`src/rtl/trgs_pkg.sv`:
```
package trgs_pkg;
    localparam logic [2:0] A_MASK  = 3'd0;
    localparam logic [2:0] A_SOFT  = 3'd1;
    localparam logic [2:0] A_TMO   = 3'd2;
    localparam logic [2:0] A_CTRL  = 3'd3;
    localparam logic [2:0] A_CAUSE = 3'd4;
    localparam logic [2:0] A_DEAD  = 3'd5;

    localparam int CAUSE_W = 3;
    typedef logic [CAUSE_W-1:0] cause_t;
endpackage

```
`src/rtl/trgs_regs.sv`:
```
module trgs_regs
    import trgs_pkg::*;
#(
    parameter int N_UNITS = 4,
    parameter int DATA_W  = 16,
    parameter int TO_INIT = 1000
) (
    input  logic               clk,
    input  logic               rst_n,
    input  logic               we,
    input  logic               re,
    input  logic [2:0]         addr,
    input  logic [DATA_W-1:0]  wdata,
    input  cause_t             cause,
    input  logic [DATA_W-1:0]  dead,
    output logic [DATA_W-1:0]  rdata,
    output logic [N_UNITS-1:0] mask,
    output logic [DATA_W-1:0]  to_lim,
    output logic               soft_fire,
    output logic               host_clr,
    output logic               dead_clr
);
    typedef struct packed {
        logic [N_UNITS-1:0] mask;
        logic [DATA_W-1:0]  to_lim;
    } regs_t;

    regs_t q, d;

    always_comb begin
        d = q;
        if (we) begin
            case (addr)
                A_MASK:  d.mask   = wdata[N_UNITS-1:0];
                A_TMO:   d.to_lim = wdata;
                default: ;
            endcase
        end
    end

    always_ff @(posedge clk or negedge rst_n) begin
        if (!rst_n) begin
            q.mask   <= '0;
            q.to_lim <= DATA_W'(TO_INIT);
        end else begin
            q <= d;
        end
    end

    always_comb begin
        rdata = '0;
        case (addr)
            A_MASK:  rdata = DATA_W'(q.mask);
            A_TMO:   rdata = q.to_lim;
            A_CAUSE: rdata = DATA_W'(cause);
            A_DEAD:  rdata = dead;
            default: rdata = '0;
        endcase
    end

    assign mask      = q.mask;
    assign to_lim    = q.to_lim;
    assign soft_fire = we && (addr == A_SOFT) && wdata[0];
    assign host_clr  = we && (addr == A_CTRL) && wdata[0];
    assign dead_clr  = re && (addr == A_DEAD);
endmodule

```
`src/rtl/trgs_sync.sv`:
```
module trgs_sync #(
    parameter int N_UNITS = 4
) (
    input  logic               clk,
    input  logic               rst_n,
    input  logic               sync_req,
    input  logic [N_UNITS-1:0] done,
    input  logic [N_UNITS-1:0] bad,
    input  logic [N_UNITS-1:0] mask,
    input  logic               host_clr,
    output logic               active,
    output logic               fail_set,
    output logic               sync_fail_n
);
    typedef struct packed {
        logic active;
        logic failed;
    } sync_t;

    sync_t q, d;
    logic  finish;
    logic  mismatch;

    always_comb begin
        finish   = q.active && (&(done | mask));
        mismatch = |(bad & ~mask);
        fail_set = finish && mismatch;
        d        = q;
        if (q.active) begin
            d.active = !finish;
        end else begin
            d.active = sync_req;
        end
        d.failed = q.failed | fail_set;
        if (host_clr) begin
            d = '0;
        end
    end

    always_ff @(posedge clk or negedge rst_n) begin
        if (!rst_n) begin
            q <= '0;
        end else begin
            q <= d;
        end
    end

    assign active      = q.active;
    assign sync_fail_n = !(q.active || q.failed);
endmodule

```
`src/rtl/trgs_guard.sv`:
```
module trgs_guard
    import trgs_pkg::*;
#(
    parameter int N_UNITS = 4,
    parameter int DATA_W  = 16
) (
    input  logic               clk,
    input  logic               rst_n,
    input  logic [N_UNITS-1:0] busy_n,
    input  logic [N_UNITS-1:0] fifo_full,
    input  logic [N_UNITS-1:0] err_n,
    input  logic [N_UNITS-1:0] xfer,
    input  logic [N_UNITS-1:0] mask,
    input  logic [DATA_W-1:0]  to_lim,
    input  logic               sync_fail_set,
    input  logic               host_clr,
    input  logic               dead_clr,
    output logic               busy,
    output logic               halt,
    output cause_t             cause,
    output logic [DATA_W-1:0]  dead
);
    typedef struct packed {
        cause_t             cause;
        logic               busy;
        logic [DATA_W-1:0]  to_cnt;
        logic [DATA_W-1:0]  dead;
    } guard_t;

    guard_t q, d;
    logic   xfer_any, err_any, busy_any, full_any, tmo;

    always_comb begin
        xfer_any = |(xfer & ~mask);
        err_any  = |(~err_n & ~mask);
        busy_any = |(~busy_n & ~mask);
        full_any = |(fifo_full & ~mask);
        tmo      = xfer_any && (to_lim != '0) && (q.to_cnt >= to_lim);

        d = q;
        if (xfer_any) begin
            d.to_cnt = (q.to_cnt == '1) ? q.to_cnt : q.to_cnt + 1'b1;
        end else begin
            d.to_cnt = '0;
        end
        d.cause = q.cause | cause_t'({sync_fail_set, tmo, err_any});
        if (host_clr) begin
            d.cause  = '0;
            d.to_cnt = '0;
        end
        d.busy = busy_any || full_any || (|d.cause);
        if (dead_clr) begin
            d.dead = '0;
        end else if (q.busy && (q.dead != '1)) begin
            d.dead = q.dead + 1'b1;
        end
    end

    always_ff @(posedge clk or negedge rst_n) begin
        if (!rst_n) begin
            q <= '0;
        end else begin
            q <= d;
        end
    end

    assign busy  = q.busy;
    assign halt  = |q.cause;
    assign cause = q.cause;
    assign dead  = q.dead;
endmodule

```
`src/rtl/trgs_fanout.sv`:
```
module trgs_fanout #(
    parameter int N_UNITS = 4
) (
    input  logic               clk,
    input  logic               rst_n,
    input  logic               trig_in,
    input  logic               soft_fire,
    input  logic [N_UNITS-1:0] mask,
    input  logic               block,
    output logic [N_UNITS-1:0] trig_out
);
    typedef struct packed {
        logic [N_UNITS-1:0] trig;
    } fan_t;

    fan_t               q, d;
    logic               fire;
    logic [N_UNITS-1:0] pass;

    assign fire = trig_in | soft_fire;

    for (genvar i = 0; i < N_UNITS; i++) begin : g_unit
        assign pass[i] = fire & ~mask[i];
    end

    always_comb begin
        d      = q;
        d.trig = block ? '0 : pass;
    end

    always_ff @(posedge clk or negedge rst_n) begin
        if (!rst_n) begin
            q <= '0;
        end else begin
            q <= d;
        end
    end

    assign trig_out = q.trig;
endmodule

```
`src/rtl/trig_sup.sv`:
```
module trig_sup
    import trgs_pkg::*;
#(
    parameter int N_UNITS = 4,
    parameter int DATA_W  = 16,
    parameter int TO_INIT = 1000
) (
    input  logic               clk,
    input  logic               rst_n,
    input  logic               trig_in,
    input  logic               sync_req,
    input  logic [N_UNITS-1:0] ru_busy_n,
    input  logic [N_UNITS-1:0] ru_fifo_full,
    input  logic [N_UNITS-1:0] ru_err_n,
    input  logic [N_UNITS-1:0] ru_xfer,
    input  logic [N_UNITS-1:0] ru_sync_done,
    input  logic [N_UNITS-1:0] ru_sync_bad,
    input  logic               reg_we,
    input  logic               reg_re,
    input  logic [2:0]         reg_addr,
    input  logic [DATA_W-1:0]  reg_wdata,
    output logic [DATA_W-1:0]  reg_rdata,
    output logic [N_UNITS-1:0] trig_out,
    output logic               busy,
    output logic               halt,
    output logic               sync_fail_n
);
    logic [N_UNITS-1:0] mask_w;
    logic [DATA_W-1:0]  to_lim_w;
    logic [DATA_W-1:0]  dead_w;
    cause_t             cause_w;
    logic               soft_w, host_clr_w, dead_clr_w;
    logic               sync_active_w, fail_set_w, block_w;

    trgs_regs #(.N_UNITS(N_UNITS), .DATA_W(DATA_W), .TO_INIT(TO_INIT)) u_regs (
        .clk(clk), .rst_n(rst_n), .we(reg_we), .re(reg_re), .addr(reg_addr),
        .wdata(reg_wdata), .cause(cause_w), .dead(dead_w), .rdata(reg_rdata),
        .mask(mask_w), .to_lim(to_lim_w), .soft_fire(soft_w),
        .host_clr(host_clr_w), .dead_clr(dead_clr_w)
    );

    trgs_sync #(.N_UNITS(N_UNITS)) u_sync (
        .clk(clk), .rst_n(rst_n), .sync_req(sync_req), .done(ru_sync_done),
        .bad(ru_sync_bad), .mask(mask_w), .host_clr(host_clr_w),
        .active(sync_active_w), .fail_set(fail_set_w), .sync_fail_n(sync_fail_n)
    );

    trgs_guard #(.N_UNITS(N_UNITS), .DATA_W(DATA_W)) u_guard (
        .clk(clk), .rst_n(rst_n), .busy_n(ru_busy_n), .fifo_full(ru_fifo_full),
        .err_n(ru_err_n), .xfer(ru_xfer), .mask(mask_w), .to_lim(to_lim_w),
        .sync_fail_set(fail_set_w), .host_clr(host_clr_w), .dead_clr(dead_clr_w),
        .busy(busy), .halt(halt), .cause(cause_w), .dead(dead_w)
    );

    assign block_w = sync_active_w | sync_req | busy;

    trgs_fanout #(.N_UNITS(N_UNITS)) u_fan (
        .clk(clk), .rst_n(rst_n), .trig_in(trig_in), .soft_fire(soft_w),
        .mask(mask_w), .block(block_w), .trig_out(trig_out)
    );
endmodule

```
`config.mk`:
```
export PLATFORM = sky130hd
export DESIGN_NAME = trig_sup
export DESIGN_NICKNAME = d
export VERILOG_FILES = /design/src/rtl/trgs_pkg.sv /design/src/rtl/trgs_regs.sv /design/src/rtl/trgs_sync.sv /design/src/rtl/trgs_guard.sv /design/src/rtl/trgs_fanout.sv /design/src/rtl/trig_sup.sv
export SDC_FILE = /design/constraint.sdc
export NUM_CORES = 1
export LEC_CHECK = 0
export BUFFER_PORTS_ARGS = -buffer_cell sky130_fd_sc_hd__buf_2
export CAP_MARGIN = 20
export CORE_MARGIN = 2
export CORE_UTILIZATION = 50
export CTS_CLUSTER_SIZE = 14
export DETAILED_ROUTE_END_ITERATION = 16
export PLACE_DENSITY_LB_ADDON = 0.1
export SYNTH_ARGS = -nofsm -noshare
export SYNTH_HDL_FRONTEND = slang
export SYNTH_SLANG_ARGS = --single-unit
```
`constraint.sdc`:
```
create_clock -name clk -period 5.8 [get_ports clk]
set_input_delay 0 -clock clk [delete_from_list [all_inputs] [get_ports clk]]
set_output_delay 0 -clock clk [all_outputs]
set_load 0.05 [all_outputs]
```
==> reports/metrics.csv, run 1 <==
stage,metric,value,unit
timing,finalMaxSlewViolations,0,
floorplanning,dieArea,0.00798,mm^2
layout,area_growth,22.5,%
clock_tree,root_buffer,clkbuf_8,
synthesis,synth_seq_cells,62,
synthesis,synth_top_family_by_area,simple AND/OR/NAND/NOR gates,
drt,dr.pass1.iters,5,
synthesis,synthAdderAreaFrac,6.19,%
drt,drc,0,
synthesis,synth_cell_types,54,
timing,fin_crit_sh,39.6,%
clock_tree,clk_pin_slew,0.07,ns
drt,drt_iter0_markers,138,
place,placedCellCount,555,
status,outcome,"finished, final reports clean",
setup_path,crit_type,reg -> reg,
timing,period_minus_slack,2.30,ns
floorplanning,start_util,51.0,%
clock_tree,h-tree-depth,3,
floorplanning,rows,31,
pwr,power_leakage,2.10,nW
global_route,grt_remaining_overflow,0,
synthesis,yosysSeqAreaShare,42.8,%
drt,ant_nets,0,
setup_path,crit_path_start,u_guard.q[16]$_DFFE_PN0P_,
drt,post_drt_wl_per_cell,15.0,um
synthesis,syn_avg_cell_area,9.13,um^2
synthesis,synth_nets,466,
global_route,antenna_found_initial,0,
timing,worst_pin_slew,0.916,ns
place,place.gp.congestion,0.855,
synthesis,synthMuxAreaShare,3.20,%
synthesis,synth_edf_count,0,
layout,drive_gt1_share,22.0,%
timing,hold_viol,0,
synthesis,synth_compound_area_share,17.7,%
global_route,grt_pass1_wl,14.6,mm
timing,rsz0062_at_grt,no,
synthesis,yosysWarnings,0,
synthesis,synth_xor_area_share,4.81,%
clock_tree,cts_tree,done,
layout,layout_common_cells,"buf_2, dfrtp_1, nor2_1, nand2_1, inv_1",
drt,wl,8.88,mm
floorplanning,die_h,89.3,um
drt,routed_via_density,5.41,
clock_tree,cts_sinks,62,
setup_path,start_kind,flip-flop,
timing,setup_viol,0,
layout,final_common_cell,buf_2,
floorplanning,core,0.00714,mm^2
global_route,grt_pass1_vias,3080,
layout,n_fill_cell,641,
synthesis,synthArstFlopShare,100,%
synthesis,synth-simple-area-share,20.3,%
place,preCtsSetupSlack,3.53,ns
global_route,gr-usage-all-layers,23.7,%
layout,seqCellArea,0.00156,mm^2
layout,final_cells,590,
pwr,ir_drop,0.173,mV
place,hpwl,6.50,mm
place,portBuffers,71,
timing,max_freq,0.435,GHz
setup_path,cp_max_fo,5,
timing,setup_tns,0,ns
layout,final_util,62.5,%
drt,vias,3191,
clock_tree,cts_made_buffers,9,
clock_tree,cts-hold-fix-buffers,19,
timing,layout_setup_ws,3.50,ns
clock_tree,cts_setup_buffers,0,
timing,slew_headroom,38.0,%
synthesis,synthCells,399,
global_route,grt_max_degree,63,
setup_path,r2r_start,u_guard.q[16]$_DFFE_PN0P_,
timing,finalClockSkew,0.00905,ns
synthesis,synth_flop_cell,dfrtp_1,
worst_hold_path,hold_class,in -> reg,
floorplanning,die_w,89.3,um
pwr,power_density,296,mW/mm^2
layout,fin_nets,553,
setup_path,crit_required,6.00,ns
clock_tree,ctsResizeCount,0,
synthesis,netlist_area,0.00364,mm^2
layout,multiInputGateArea,0.00190,mm^2
worst_hold_path,hp-start,ru_sync_done[3],
floorplanning,pin_count,72,
clock_tree,clk_path_buf_depth,2,
layout,diodes,0,
clock_tree,clk_latency,0.34,ns
setup_path,cp-end-kind,flip-flop,
flow_run,maxCapViolCount,0,
setup_path,arrival,2.50,ns
## final cells by class
type / count / area share [%]
Clock buffer: 12 / 3.48
Timing Repair Buffer: 93 / 12.7
Sequential cell: 62 / 34.9
Tap cell: 99 / 2.78
Inverter: 29 / 2.44
Multi-Input combinational cell: 291 / 42.6
Clock inverter: 4 / 1.01
## registers in the layout (all words and copies together), names as in the netlist
signal          flops
u_guard.dead       16
u_guard.q          16
u_regs.to_lim      16
u_fan.trig_out      4
u_regs.mask         4
u_guard.cause       3
u_guard.busy        1
u_sync.active       1
u_sync.q            1
## Yosys cell counts (all sizes together) (2+ instances only)
| library cell | count | share of area [%] |
|---|---|---|
| or2 | 2 | 0.34 |
| nand3 | 11 | 1.5 |
| inv | 29 | 3.0 |
| nand2 | 36 | 3.7 |
| mux2i | 6 | 1.6 |
| o21a | 4 | 0.82 |
| a311oi | 2 | 0.48 |
| and3 | 9 | 1.5 |
| o21ai | 28 | 3.8 |
| ha | 18 | 6.2 |
| a21oi | 17 | 2.3 |
| dfrtp | 56 | 38 |
| clkbuf | 12 | 1.3 |
| and2 | 2 | 0.34 |
| a2bb2oi | 3 | 0.72 |
| mux2 | 5 | 1.5 |
| a211oi | 4 | 0.82 |
| nor3 | 10 | 1.4 |
| o31ai | 2 | 0.79 |
| dfstp | 6 | 4.3 |
| o211ai | 5 | 1.0 |
| or4 | 2 | 0.41 |
| nor2 | 45 | 4.6 |
| o2111ai | 5 | 1.2 |
| xor2 | 13 | 3.1 |
| or3 | 4 | 0.69 |
| o22ai | 5 | 0.86 |
| nor2b | 3 | 0.52 |
| buf | 5 | 0.69 |
| nand4 | 7 | 1.4 |
| xnor2 | 7 | 1.7 |
| a22o | 12 | 2.9 |
| nor4 | 5 | 0.86 |
| and4 | 3 | 0.76 |
| nand2b | 4 | 0.89 |
## worst max-delay path: stages (launching register included)
cell and delay [ns]:
dfrtp_1 0.41, inv_1 0.10, ha_1 0.28, nand2b_4 0.13
a2111o_1 0.40, a32oi_1 0.20, a311oi_1 0.15, or4_1 0.51
## path summary, 6_finish.rpt
| check | depth (start not counted) | slack (ns) | to |
|---|---|---|---|
| min in group asynchronous | 3 | 0.37 | u_regs.mask[3]$_DFFE_PN0P_ |
| hold reg to reg | 2 | 0.51 | u_sync.q[0]$_DFF_PN0_ |
| setup / recovery | 7 | 3.50 | u_guard.busy$_DFF_PN0_ |
| setup reg to reg | 7 | 3.50 | u_guard.busy$_DFF_PN0_ |
| hold / removal | 4 | 0.06 | u_sync.active$_DFF_PN0_ |
| max in group asynchronous | 3 | 4.92 | u_guard.dead[6]$_DFFE_PN0P_ |
## kinds of logic (layout without fill, tap and decap cells)
logic type | Yosys count | after routing
compound gates | 94 | 94
xor+xnor | 20 | 20
fa+ha+maj | 18 | 18
buf+inv | 46 | 138
flops | 62 | 62
mux | 11 | 11
simple gates | 148 | 148
## stage by stage
step | instance area, um^2 | total power, mW | hold slack [ns]
global placement | 4070 | 0.924 | 0.212
finish | 4460 | 1.32 | 0.0617
detailed placement | 4070 | 0.935 | 0.216
global route | 4460 | 1.40 | 0.0543
floorplan | 3640 | 0.825 | -0.296
CTS | 4460 | 1.33 | 0.0500
## where the power goes
| part | internal (mW) | leakage (nW) | switching [mW] |
|---|---|---|---|
| combinational | 0.145 | 1.21 | 0.184 |
| sequential | 0.513 | 0.783 | 0.0959 |
| clock | 0.220 | 0.106 | 0.161 |
| total | 0.877 | 2.10 | 0.441 |
## layer usage
metal | vias up | track usage [%] | wire length [um]
met2 | 52 | 38.8 | 4350
met5 | - | 0 | 0
li1 | 1603 | - | -
met4 | 0 | 7.87 | 136
met3 | 15 | 4.99 | 265
met1 | 1521 | 31.4 | 4120
Power figures use the tool's default switching activity.
==> inputs of run 2 (changes only) <==
Clock period 5.8 ns to 1.9 ns, I/O delays scaled along.
==> run 2 against run 1 <==
  * The run now ends with setup timing left
  * Clock power grew to 3.4 times the previous value
  * Design area grew 9.0%
  * Via count grew 6.6%
  * Critical path depth is the same
  * Clock skew grew 0.0014 ns
  * Worst setup slack lost 3.6 ns
  * First-iteration DRC count grew 3.6%
  * Register-to-register slack lost 3.6 ns
  * Critical path type unchanged
  * Largest cell class unchanged
  * Largest power group unchanged
==> reports/metrics.csv, run 2 (same netlist as run 1, synthesis figures left out) <==
stage,metric,value,unit,change
timing,layout_setup_ws,-0.0993,ns,-3.60 ns
layout,diodes,0,,unchanged
clock_tree,root_buffer,clkbuf_8,,
setup_path,cp_max_fo,2,,-3
clock_tree,clk_path_buf_depth,2,,unchanged
setup_path,crit_family,compound AO/OA/AOI/OAI gates,,
clock_tree,h-tree-depth,3,,unchanged
drt,drt_iter0_markers,143,,+3.6%
setup_path,arrival,2.21,ns,-0.29 ns
floorplanning,core,0.00714,mm^2,unchanged
floorplanning,die_h,89.3,um,unchanged
status,outcome,finished with violations,,
floorplanning,rows,31,,unchanged
floorplanning,pin_count,72,,unchanged
status,violations,setup timing,,
drt,drc,0,,unchanged
global_route,grt_max_degree,41,,-35%
timing,hold_viol,0,,unchanged
layout,final_cells,634,,+7.5%
pwr,power_leakage,2.33,nW,+11%
pwr,swShare,32.8,%,-0.66 points
drt,dr.pass1.iters,6,,+1
pwr,p_clk_share,29.1,%,+0.2 points
timing,setup_tns,-0.0993,ns,-0.0993 ns
layout,fin_nets,597,,+8.0%
timing,rsz0062_at_grt,yes,,
worst_hold_path,hold_class,in -> reg,,
timing,period_minus_slack,2.00,ns,-0.299 ns
clock_tree,cts_tree,done,,
setup_path,crit_required,2.11,ns,-3.89 ns
setup_path,critPathBufInv,1,,unchanged
clock_tree,clk_latency,0.34,ns,about the same
layout,drive_gt1_share,29.7,%,+7.7 points
setup_path,start_kind,flip-flop,,
global_route,grt_pass1_wl,15.5,mm,+6.3%
timing,fin_crit_sh,105,%,+66 points
place,portBuffers,71,,unchanged
pwr,ir_drop,0.605,mV,+250%
drt,post_drt_wl_per_cell,15.5,um,+3.3%
timing,slew_headroom,60.0,%,+22 points
setup_path,cp_cell_sequence,inv_2 > ha_4 > nand2b_4 > a2111o_1 > a32oi_1 > a311oi_1 > or4_1,,
place,place.gp.congestion,0.924,,+8.0%
global_route,grt_remaining_overflow,0,,unchanged
drt,ant_nets,0,,unchanged
pwr,netSwitchingPower,1.45,mW,+230%
drt,vias,3403,,+6.6%
layout,final_common_cell,buf_2,,
clock_tree,clk_pin_slew,0.07,ns,about the same
pwr,power_density,908,mW/mm^2,+210%
flow_run,maxCapViolCount,0,,unchanged
drt,wl,9.85,mm,+11%
timing,finalClockSkew,0.0104,ns,+0.00135 ns
global_route,gr-usage-all-layers,25.4,%,+1.7 points
floorplanning,dieArea,0.00798,mm^2,unchanged
setup_path,crit_type,reg -> reg,,
layout,layout_common_cells,"buf_2, dfrtp_1, buf_4, nor2_1, nand2_1",,
global_route,grt_pass1_vias,3237,,+5.1%
clock_tree,cts_sinks,62,,unchanged
layout,final_util,68.1,%,+5.6 points
floorplanning,die_w,89.3,um,unchanged
timing,worst_pin_slew,0.600,ns,-0.317 ns
global_route,antenna_found_initial,0,,unchanged
setup_path,cp-end-kind,flip-flop,,
timing,finalMaxSlewViolations,0,,unchanged
pwr,combinationalPowerShare,30.2,%,+5.2 points
floorplanning,start_util,51.0,%,unchanged
setup_path,critPathSlowestCell,or4_1,,
clock_tree,cts_made_buffers,9,,unchanged
place,placedCellCount,597,,+7.6%
place,hpwl,7.31,mm,+12%
drt,routed_via_density,5.37,,-0.76%
setup_path,max_stage_delay,0.41,ns,-0.10 ns
pwr,internal-power,2.97,mW,+240%
pwr,p_seq_share,40.7,%,-5.5 points
timing,setup_viol,1,,+1
timing,max_freq,0.500,GHz,+15%
layout,area_growth,33.6,%,
run 2: power by group through the flow:
stage                     clock network [mW]  logic, mW  registers [mW]
after floorplan                            0      0.765            1.77
after global placement                     0       1.23            1.80
after detailed placement                   0       1.27            1.81
after CTS                               1.31       1.31            1.79
after global routing                    1.36       1.48            1.83
final                                   1.29       1.33            1.80
run 2: worst paths after layout:
kind,start,endpoint,slack (ns),cells after the start
min,ru_sync_done[3],u_sync.active$_DFF_PN0_,0.04,4
min in group asynchronous,rst_n,u_guard.dead[7]$_DFFE_PN0P_,0.17,2
max reg2reg,u_guard.q[16]$_DFFE_PN0P_,u_guard.busy$_DFF_PN0_,-0.1,7
max,u_guard.q[16]$_DFFE_PN0P_,u_guard.busy$_DFF_PN0_,-0.1,7
max in group asynchronous,rst_n,u_regs.to_lim[3]$_DFFE_PN1P_,1.06,3
min reg2reg,u_regs.to_lim[5]$_DFFE_PN1P_,u_regs.to_lim[5]$_DFFE_PN1P_,0.52,2
run 2: repair_timing:
| action | CTS | global route |
|---|---|---|
| buffers inserted | 0 | 2 |
| setup endpoints to repair | 2 | 7 |
| hold buffers | 19 | 0 |
| pin swaps | 0 | 4 |
| gates resized for setup | 1 | 8 |
| hold endpoints to repair | 45 | 0 |
| cloned | 0 | 0 |
run 2: worst register-to-register path, cell delays in order (launching register included):
cell,delay (ns)
dfrtp_1,0.39
inv_2,0.08
ha_4,0.19
nand2b_4,0.13
a2111o_1,0.36
a32oi_1,0.19
a311oi_1,0.13
or4_1,0.41
run 2: final cells by class:
| cell class | instances | area (um^2) |
|---|---|---|
| clock inverter | 4 | 70.1 |
| clock buffer | 12 | 145 |
| timing repair buffer | 137 | 911 |
| fill | 614 | 2270 |
| sequential | 62 | 1560 |
| multi-input combinational | 291 | 1940 |
| inverter | 29 | 109 |
| tap | 99 | 124 |
run 2: through the flow:
stage	instance area [um^2]	power (mW)	setup slack, ns	hold slack [ns]
global route	4860	4.67	-0.178	0.0524
detailed placement	4410	3.08	-0.0818	0.00641
floorplan	3650	2.53	-0.0271	-0.296
finish	4860	4.42	-0.0993	0.0397
global placement	4410	3.03	-0.0385	0.0104
CTS	4820	4.41	-0.101	0.0299
run 2: layer usage:
layer	up-vias	part of all wire, %	GRT usage (%)
met3	16	2.8	3.60
met2	60	51	43.0
met4	0	1.6	9.36
li1	1697	-	-
met1	1630	44	32.9
met5	-	0	0
==> inputs of run 3 (changes only) <==
--- a/config.mk
+++ b/config.mk
@@ -12,6 +12,7 @@
 export CTS_CLUSTER_SIZE = 14
 export DETAILED_ROUTE_END_ITERATION = 16
-export PLACE_DENSITY_LB_ADDON = 0.1
+export PLACE_DENSITY = 0.84
 export SYNTH_ARGS = -nofsm -noshare
 export SYNTH_HDL_FRONTEND = slang
 export SYNTH_SLANG_ARGS = --single-unit
+export TNS_END_PERCENT = 10
==> constraint.sdc (replaced) <==
create_clock -name clk -period 1.9 [get_ports clk]
set_input_delay 0.095 -clock clk [delete_from_list [all_inputs] [get_ports clk]]
set_output_delay 0.095 -clock clk [all_outputs]
set_load 0.05 [all_outputs]
==> run 3 against run 2 <==
  * The run still ends with setup timing left
  * First-iteration DRC count rose by 70%
  * Clock power is 6% higher
  * Via count up 2.7%
  * Utilization shrank 0.70 points
  * Combinational power hardly changed
  * Fmax down 4.1%
  * Critical path type unchanged
  * Largest cell class unchanged
==> reports/metrics.csv, run 3 (same netlist as run 1, synthesis figures left out) <==
stage,metric,value,unit,change
global_route,grt_max_degree,63,,+54%
clock_tree,h-tree-depth,3,,unchanged
pwr,ir_drop,0.499,mV,-17%
pwr,p_clk_share,30.5,%,+1.4 points
timing,hold_viol,0,,unchanged
pwr,power_leakage,2.30,nW,-1.2%
floorplanning,die_h,89.3,um,unchanged
timing,layout_setup_ws,-0.184,ns,-0.0847 ns
place,hpwl,6.93,mm,-5.1%
timing,finalClockSkew,0.00739,ns,-0.00301 ns
clock_tree,cts_tree,done,,
floorplanning,core,0.00714,mm^2,unchanged
layout,final_common_cell,buf_2,,
global_route,grt_remaining_overflow,0,,unchanged
drt,dr.pass1.iters,5,,-1
timing,slew_headroom,64.4,%,+4.3 points
setup_path,cp-end-kind,flip-flop,,
timing,max_freq,0.480,GHz,-4.1%
pwr,power_density,933,mW/mm^2,+2.8%
clock_tree,clk_path_buf_depth,2,,unchanged
layout,final_util,67.4,%,-0.70 points
setup_path,cp_max_fo,2,,unchanged
place,place.gp.congestion,0.848,,-8.2%
pwr,swShare,32.6,%,-0.23 points
setup_path,crit_required,2.11,ns,about the same
setup_path,arrival,2.30,ns,+0.09 ns
clock_tree,root_buffer,clkbuf_8,,
timing,worst_pin_slew,0.534,ns,-0.0651 ns
pwr,netSwitchingPower,1.46,mW,+1.0%
timing,fin_crit_sh,110,%,+4.5 points
pwr,p_seq_share,39.9,%,-0.8 points
layout,fin_nets,588,,-1.5%
drt,drc,0,,unchanged
status,outcome,finished with violations,,
floorplanning,start_util,51.0,%,unchanged
drt,post_drt_wl_per_cell,15.6,um,+0.19%
floorplanning,pin_count,72,,unchanged
layout,final_cells,625,,-1.4%
clock_tree,cts_made_buffers,9,,unchanged
place,portBuffers,71,,unchanged
clock_tree,clk_pin_slew,0.07,ns,about the same
drt,routed_via_density,5.59,,+4.2%
timing,finalMaxSlewViolations,0,,unchanged
pwr,combinationalPowerShare,29.6,%,-0.6 points
clock_tree,cts_sinks,62,,unchanged
status,violations,setup timing,,
layout,n_fill_cell,557,,-9.3%
timing,setup_viol,1,,unchanged
drt,wl,9.73,mm,-1.2%
drt,drt_iter0_markers,243,,+70%
timing,period_minus_slack,2.08,ns,+0.0847 ns
setup_path,start_kind,flip-flop,,
drt,ant_nets,0,,unchanged
global_route,gr-usage-all-layers,25.3,%,about the same
layout,area_growth,32.2,%,
floorplanning,dieArea,0.00798,mm^2,unchanged
global_route,antenna_found_initial,0,,unchanged
floorplanning,die_w,89.3,um,unchanged
layout,drive_gt1_share,28.9,%,-0.82 points
drt,vias,3495,,+2.7%
setup_path,crit_type,reg -> reg,,
layout,diodes,0,,unchanged
floorplanning,rows,31,,unchanged
timing,rsz0062_at_grt,yes,,
global_route,grt_pass1_vias,3306,,+2.1%
worst_hold_path,hold_class,in -> reg,,
place,placedCellCount,592,,-0.84%
global_route,grt_pass1_wl,15.5,mm,-0.31%
pwr,internal-power,3.03,mW,+2.1%
flow_run,maxCapViolCount,0,,unchanged
clock_tree,clk_latency,0.34,ns,about the same
layout,layout_common_cells,"buf_2, dfrtp_1, nor2_1, buf_4, nand2_1",,
-- run 3: changes by cell type in the layout (fill, tap and decap cells not counted), sizes merged --
cell         delta
buf             -7
clkbuf          +1
clkinv          -1
dlygate4sd3     -2
-- run 3: power by group through the flow --
stage | Sequential (mW) | Combinational (mW) | Clock, mW
global placement | 1.80 | 1.21 | 0
finish | 1.79 | 1.33 | 1.37
detailed placement | 1.81 | 1.27 | 0
global route | 1.83 | 1.47 | 1.43
floorplan | 1.77 | 0.765 | 0
CTS | 1.79 | 1.32 | 1.38
-- run 3: cell type report --
type	count	area (um^2)	area share [%]
clock inverters	3	65.1	1.35
multi-input cells	291	1950	40.5
flip-flops and latches	62	1560	32.4
clock buffers	13	169	3.51
repair buffers	128	838	17.4
inverters	29	109	2.26
well taps	99	124	2.57
-- run 3: timing repair --
item | in CTS | in global routing
pin swaps | 1 | 1
gates resized for setup | 4 | 3
hold buffers | 17 | 0
setup endpoints to repair | 2 | 10
endpoints found under the hold margin | 73 | 0
buffers inserted | 0 | 0
-- run 3: critical path: stages, from the launching register on --
cell	delay, ns
dfstp_2	0.53
inv_1	0.05
ha_1	0.32
a21oi_1	0.17
o21ai_0	0.15
a2bb2oi_2	0.20
a311oi_1	0.13
or4_1	0.41
-- run 3: path summary, 6_finish.rpt --
path                                              start                            to  slack (ns)  depth (start not counted)
setup / recovery           u_regs.to_lim[7]$_DFFE_PN1P_        u_guard.busy$_DFF_PN0_       -0.18                          7
hold / removal                             reg_wdata[0]    u_regs.mask[0]$_DFFE_PN0P_        0.03                          2
max in group asynchronous                         rst_n  u_regs.to_lim[3]$_DFFE_PN1P_        1.29                          3
setup reg to reg           u_regs.to_lim[7]$_DFFE_PN1P_        u_guard.busy$_DFF_PN0_       -0.18                          7
hold reg to reg                   u_sync.q[0]$_DFF_PN0_         u_sync.q[0]$_DFF_PN0_        0.50                          2
min in group asynchronous                         rst_n   u_guard.dead[7]$_DFFE_PN0P_        0.28                          3
-- run 3: layer usage --
| metal | vias to the layer above | global-route usage [%] | part of all wire [%] |
|---|---|---|---|
| li1 | 1675 | - | - |
| met1 | 1670 | 32.1 | 42 |
| met2 | 126 | 42.8 | 50 |
| met3 | 24 | 5.36 | 5.7 |
| met4 | 0 | 9.23 | 2.6 |
| met5 | - | 0 | 0 |
-- run 3: stage by stage --
| stage | setup TNS, ns | worst slack (ns) | total power, mW | hold slack [ns] | cell area (um^2) |
|---|---|---|---|---|---|
| after floorplan | -0.0514 | -0.0271 | 2.53 | -0.201 | 3650 |
| after global placement | -0.0415 | -0.0415 | 3.01 | 0.127 | 4380 |
| after detailed placement | -0.227 | -0.195 | 3.08 | 0.135 | 4380 |
| after CTS | -0.189 | -0.189 | 4.48 | 0.0202 | 4800 |
| after global routing | -0.380 | -0.237 | 4.73 | 0.0279 | 4810 |
| final | -0.184 | -0.184 | 4.49 | 0.0293 | 4810 |
